==> src/rtl/rfs_pkg.sv <==
package rfs_pkg;
  typedef enum logic [1:0] {
    ST_IDLE = 2'd0,
    ST_ARM  = 2'd1,
    ST_STR  = 2'd2,
    ST_DONE = 2'd3
  } rfs_state_e;
endpackage

==> src/rtl/rfs_sync2.sv <==
module rfs_sync2 #(
  parameter int              W       = 1,
  parameter logic [W-1:0]    RST_VAL = '0
) (
  input  logic         clk,
  input  logic         rst_n,
  input  logic [W-1:0] d,
  output logic [W-1:0] q
);
  logic [W-1:0] s1;

  always_ff @(posedge clk or negedge rst_n) begin
    if (!rst_n) begin
      s1 <= RST_VAL;
      q  <= RST_VAL;
    end else begin
      s1 <= d;
      q  <= s1;
    end
  end
endmodule

==> src/rtl/rfs_period.sv <==
module rfs_period #(
  parameter int EXT_CYC = 64
) (
  input  logic clk,
  input  logic rst_n,
  input  logic rfclk_s,
  input  logic hid_rise,
  input  logic str_start,
  output logic req_n,
  output logic ext_mode
);
  localparam int EW = $clog2(EXT_CYC + 1);

  logic          rf_d;
  logic [EW-1:0] hi_cnt, hi_cnt_n;
  logic          served, served_n;
  logic          pend, pend_n;
  logic          ext_n;
  logic          rf_rise, rf_fall;

  always_comb begin
    rf_rise = rfclk_s & ~rf_d;
    rf_fall = ~rfclk_s & rf_d;

    if (!rfclk_s)                       hi_cnt_n = '0;
    else if (hi_cnt == EW'(EXT_CYC))    hi_cnt_n = hi_cnt;
    else                                hi_cnt_n = hi_cnt + 1'b1;
    ext_n = rfclk_s && (hi_cnt_n == EW'(EXT_CYC));

    served_n = served;
    if (rf_rise)  served_n = 1'b0;
    if (hid_rise) served_n = 1'b1;

    pend_n = pend;
    if (rf_fall && !served && !hid_rise && !ext_mode) pend_n = 1'b1;
    if (hid_rise || str_start || ext_n)               pend_n = 1'b0;
  end

  always_ff @(posedge clk or negedge rst_n) begin
    if (!rst_n) begin
      rf_d     <= 1'b0;
      hi_cnt   <= '0;
      served   <= 1'b0;
      pend     <= 1'b0;
      ext_mode <= 1'b0;
      req_n    <= 1'b1;
    end else begin
      rf_d     <= rfclk_s;
      hi_cnt   <= hi_cnt_n;
      served   <= served_n;
      pend     <= pend_n;
      ext_mode <= ext_n;
      req_n    <= ~pend_n;
    end
  end
endmodule

==> src/rtl/rfs_fsm.sv <==
module rfs_fsm
  import rfs_pkg::*;
#(
  parameter int STROBE_CYC = 2
) (
  input  logic clk,
  input  logic rst_n,
  input  logic ack_s,
  input  logic ext_mode,
  output logic str_start,
  output logic str_end,
  output logic str_next
);
  localparam int SW = $clog2(STROBE_CYC + 1);

  rfs_state_e    state, state_n;
  logic [SW-1:0] scnt, scnt_n;

  always_comb begin
    state_n   = state;
    scnt_n    = scnt;
    str_start = 1'b0;
    str_end   = 1'b0;
    unique case (state)
      ST_IDLE: if (!ack_s && !ext_mode) state_n = ST_ARM;
      ST_ARM: begin
        state_n   = ST_STR;
        scnt_n    = SW'(1);
        str_start = 1'b1;
      end
      ST_STR: begin
        if (ack_s || scnt == SW'(STROBE_CYC)) begin
          state_n = ST_DONE;
          str_end = 1'b1;
        end else begin
          scnt_n = scnt + 1'b1;
        end
      end
      ST_DONE: if (ack_s) state_n = ST_IDLE;
      default: state_n = ST_IDLE;
    endcase
    str_next = (state_n == ST_STR);
  end

  always_ff @(posedge clk or negedge rst_n) begin
    if (!rst_n) begin
      state <= ST_IDLE;
      scnt  <= '0;
    end else begin
      state <= state_n;
      scnt  <= scnt_n;
    end
  end
endmodule

==> src/rtl/dram_refresh_seq.sv <==
module dram_refresh_seq #(
  parameter int ROWS       = 128,
  parameter int NBANK      = 4,
  parameter int STROBE_CYC = 2,
  parameter int EXT_CYC    = 64,
  localparam int RW        = $clog2(ROWS)
) (
  input  logic             clk,
  input  logic             rst_n,
  input  logic             rfclk,
  input  logic             ack_n,
  input  logic             hid_rfsh,
  input  logic             ext_ras_n,
  input  logic             req_pull_n,
  output logic             req_n,
  output logic [NBANK-1:0] ras_n,
  output logic             cas_n,
  output logic [RW-1:0]    addr
);
  logic [1:0] rst_pipe;
  logic       rst_i;

  always_ff @(posedge clk or negedge rst_n) begin
    if (!rst_n) rst_pipe <= 2'b00;
    else        rst_pipe <= {rst_pipe[0], 1'b1};
  end
  assign rst_i = rst_pipe[1];

  logic [4:0] raw_in, syn;
  logic rfclk_s, ack_s, hid_s, xras_s, pull_s;

  assign raw_in = {req_pull_n, ext_ras_n, hid_rfsh, ack_n, rfclk};

  rfs_sync2 #(.W(5), .RST_VAL(5'b11010)) u_sync (
    .clk(clk), .rst_n(rst_i), .d(raw_in), .q(syn)
  );
  assign {pull_s, xras_s, hid_s, ack_s, rfclk_s} = syn;

  logic hid_d, xras_d, hid_rise, xras_rise;
  logic str_start, str_end, str_next, ext_mode;

  always_ff @(posedge clk or negedge rst_i) begin
    if (!rst_i) begin
      hid_d  <= 1'b0;
      xras_d <= 1'b1;
    end else begin
      hid_d  <= hid_s;
      xras_d <= xras_s;
    end
  end
  assign hid_rise  = hid_s & ~hid_d;
  assign xras_rise = xras_s & ~xras_d;

  rfs_period #(.EXT_CYC(EXT_CYC)) u_period (
    .clk(clk), .rst_n(rst_i), .rfclk_s(rfclk_s), .hid_rise(hid_rise),
    .str_start(str_start), .req_n(req_n), .ext_mode(ext_mode)
  );

  rfs_fsm #(.STROBE_CYC(STROBE_CYC)) u_fsm (
    .clk(clk), .rst_n(rst_i), .ack_s(ack_s), .ext_mode(ext_mode),
    .str_start(str_start), .str_end(str_end), .str_next(str_next)
  );

  logic [RW-1:0]    cnt, cnt_n, addr_n;
  logic [NBANK-1:0] ras_nn;
  logic             adv;

  always_comb begin
    adv = str_end || hid_rise || (ext_mode && !ack_s && xras_rise);
    cnt_n = cnt;
    if (ext_mode && !pull_s)
      cnt_n = '0;
    else if (adv)
      cnt_n = (cnt == RW'(ROWS - 1)) ? '0 : cnt + 1'b1;

    if (ext_mode) begin
      ras_nn = !ack_s ? {NBANK{xras_s}} : '1;
      addr_n = !ack_s ? cnt : '0;
    end else begin
      ras_nn = str_next ? '0 : '1;
      addr_n = str_next ? cnt : '0;
    end
  end

  always_ff @(posedge clk or negedge rst_i) begin
    if (!rst_i) begin
      cnt   <= '0;
      ras_n <= '1;
      addr  <= '0;
      cas_n <= 1'b1;
    end else begin
      cnt   <= cnt_n;
      ras_n <= ras_nn;
      addr  <= addr_n;
      cas_n <= 1'b1;
    end
  end
endmodule

==> config.mk <==
export PLATFORM = sky130hd
export DESIGN_NAME = dram_refresh_seq
export DESIGN_NICKNAME = d
export VERILOG_FILES = /design/src/rtl/rfs_pkg.sv /design/src/rtl/rfs_sync2.sv /design/src/rtl/rfs_period.sv /design/src/rtl/rfs_fsm.sv /design/src/rtl/dram_refresh_seq.sv
export SDC_FILE = /design/constraint.sdc
export NUM_CORES = 1
export LEC_CHECK = 0
export BUFFER_PORTS_ARGS = -buffer_cell sky130_fd_sc_hd__buf_2
export CAP_MARGIN = 20
export CORE_MARGIN = 4
export CORE_UTILIZATION = 35
export DETAILED_ROUTE_END_ITERATION = 6
export PLACE_DENSITY = 0.57
export RECOVER_POWER = 100
export SETUP_SLACK_MARGIN = 0.05
export SYNTH_ARGS = -nofsm -noshare
export SYNTH_HDL_FRONTEND = slang
export SYNTH_HIERARCHICAL = 1
export SYNTH_SLANG_ARGS = --single-unit
==> constraint.sdc <==
create_clock -name clk -period 2.8 [get_ports clk]
set_input_delay 0.42 -clock clk [delete_from_list [all_inputs] [get_ports clk]]
set_output_delay 0.42 -clock clk [all_outputs]
set_load 0.02 [all_outputs]
==> metrics.yaml <==
status: "finished, violations left"
violations: "capacitance limit, slew limit"
combPwrFrac_pct: 24.2
synthArstFlopShare_pct: 100
clk_latency_ns: 0.29
stdcell_count: 260
hpwlAfterDp_um: 2240
required_ns: 3.01
total_leakage_power_nw: 0.920
drtPass1Iterations: 4
grtUsageTotal_pct: 10.3
seq_area_sq_mm: 0.00114
syn_area_per_cell_sq_um: 11.8
clock-sinks: 45
rows: 27
peakVddDrop_mv: 0.357
finalCritPeriodShare_pct: 76.9
synth_area_sq_mm: 0.00200
skew_ns: 0.0113
grt_pass1_wl_um: 5830
drc: 0
syn_to_final_growth_pct: 8.26
pwr-share-seq_pct: 52.4
routed_wl_um: 3270
numCtsBuffers: 5
fp.dieW_um: 83.6
p_int_mw: 1.16
routed_via_density: 4.83
finalSetupViolations: 0
maxCapViolCount: 1
htree_levels: 2
multi_input_area_sq_um: 744
final_common_cell: "dfrtp_1"
holdWs_ns: 0.220
core_sq_mm: 0.00554
die_h_um: 83.6
final-max-slew-violation-count: 44
gp_congestion: 0.787
startpoint_type: "flop"
power_density_mw_per_mm2: 810
crit_type: "flop to flop"
cts.reportedPaths.clkPinSlew_ns: 0.09
io_pins: 20
utilization_pct: 39.1
fillers: 554
post_cts.repair.setup_buffers: 0
slew_headroom_pct: -8.90
min_path_type: "input pin to flop"
layout_min_cycle_time_ns: 2.15
clockBufferDepth: 2
dr_total_vias: 1257
synth_cells: 169
grt_start_max_net_pins: 44
root_buffer: "clkbuf_8"
setup_tns_ns: 0
cts_tree: "built"
crit_arrival_ns: 2.36
die_area_sq_mm: 0.00699
place_inst: 251
synth-main-ff-cell: "dfrtp_1"
synth-edff-count: 0
wl_per_cell_um: 12.6
switchingPower_mw: 0.598
hold_viol_final: 0
ys_seq_elements: 45
path_max_fanout: 7
diodes: 0
ys_types: 54
io_buffers: 18
clkPwrFrac_pct: 23.4
drtIter0Drc: 82
yosysSeqAreaShare_pct: 56.9
grt_antenna_before_repair: 0
rsz0062_at_grt: "false"
postRouteAntennaNets: 0
tightest_slew_ns: 1.63
end_kind: "flop"
floorplan.initialDensity_pct: 36.1
nets: 198
globalRouteOverflowTotal: 0
drive_gt1_share_pct: 12.8
sw_frac_of_total_pct: 34.1
grt_pass1_vias: 1257
max_freq_mhz: 465
mostFrequentLayoutCells: "dfrtp_1 (36), clkbuf_1 (15), nor2_1 (10)"
power_mw: 1.75
ys_warn_count: 6
## power by group through the flow
| stage | sequential, mW | combinational (mW) | clock (mW) |
|---|---|---|---|
| 6_report | 0.919 | 0.424 | 0.410 |
| 5_1_grt | 0.946 | 0.484 | 0.459 |
| 4_1_cts | 0.919 | 0.463 | 0.427 |
| 3_5_place_dp | 0.928 | 0.462 | 0 |
| 3_3_place_gp | 0.931 | 0.454 | 0 |
| 2_1_floorplan | 0.922 | 0.357 | 0 |
## final cells by class
| type | instances | area share (%) |
|---|---|---|
| inverters | 5 | 0.867 |
| flip-flops and latches | 45 | 52.5 |
| repair buffers | 19 | 3.87 |
| well taps | 72 | 4.16 |
| multi-input cells | 111 | 34.4 |
| clock buffers | 8 | 4.16 |
## logic make-up after synthesis
family,synth area share (%)
buffers and inverters,4.25
flip-flops,56.9
other,0.188
adder cells (fa/ha/maj),2.50
AND/OR/NAND/NOR,19.6
AO/OA/AOI/OAI,12.0
XOR/XNOR,3.07
multiplexers,1.50
## through the flow
| stage | setup slack (ns) | cell area [sq um] |
|---|---|---|
| finish | 0.648 | 2160 |
| global route | 0.395 | 2160 |
| CTS | 0.760 | 2220 |
| detailed placement | 0.781 | 2120 |
| global placement | 0.840 | 2120 |
| floorplan | 0.988 | 2000 |
## flip-flops by register name (all words and copies together), names as in the netlist
signal / count
cnt: 7
u_sync/s1: 5
u_period/served: 1
u_fsm/scnt: 2
hid_d: 1
u_fsm/state: 2
u_period/hi_cnt: 7
xras_d: 1
u_period/pend: 1
rst_pipe: 2
u_sync/q: 5
u_period/ext_mode: 1
u_period/req_n: 1
addr: 7
u_period/rf_d: 1
ras_n: 1
## worst max-delay path, stage by stage, from the launching register on
cell     delay, ns
dfrtp_1       0.36
inv_1         0.06
ha_1          0.22
nor2_1        0.18
nor3_1        0.13
nor4_1        0.77
o21ai_0       0.26
o31ai_2       0.10
## repair_timing
| item | CTS | global route |
|---|---|---|
| resized for setup | 0 | 0 |
| hold buffers | 1 | 0 |
| endpoints found under the hold margin | 2 | 0 |
## synth_stat cells (all sizes together), types with 3 or more instances
master  instances  area (sq um)
dfrtp          36           901
and2           10          62.6
nor2           10          45.0
a21oi           9          45.0
dfstp           9           236
o21ai           8          40.0
buf             7          57.6
nand3           7          40.0
xnor2           6          52.6
inv             5          18.8
nand2           5          18.8
and3            4          25.0
ha              4          50.1
nor2b           4          32.5
nor3            4          25.0
or3             4          30.0
mux2i           3          30.0
## layer usage
| layer | up-vias | wire length [um] | track usage [%] |
|---|---|---|---|
| met5 | - | 0 | 0 |
| met4 | 0 | 58 | 3.95 |
| met3 | 6 | 119 | 3.55 |
| met2 | 17 | 1530 | 16.3 |
| met1 | 611 | 1570 | 12.9 |
| li1 | 623 | - | - |
## worst paths after layout
check	start	endpoint	cells after the start	slack, ns
hold / removal	ext_ras_n	u_sync/s1[3]	1	0.22
min in group asynchronous	rst_n	rst_pipe[0]	2	0.44
setup reg to reg	u_fsm/scnt[0]	cnt[3]	7	0.65
max in group asynchronous	rst_pipe[1]	cnt[1]	0	1.16
hold reg to reg	u_sync/s1[2]	u_sync/q[2]	0	0.35
setup / recovery	u_fsm/scnt[0]	cnt[3]	7	0.65
(Power assumes the default switching activity.)
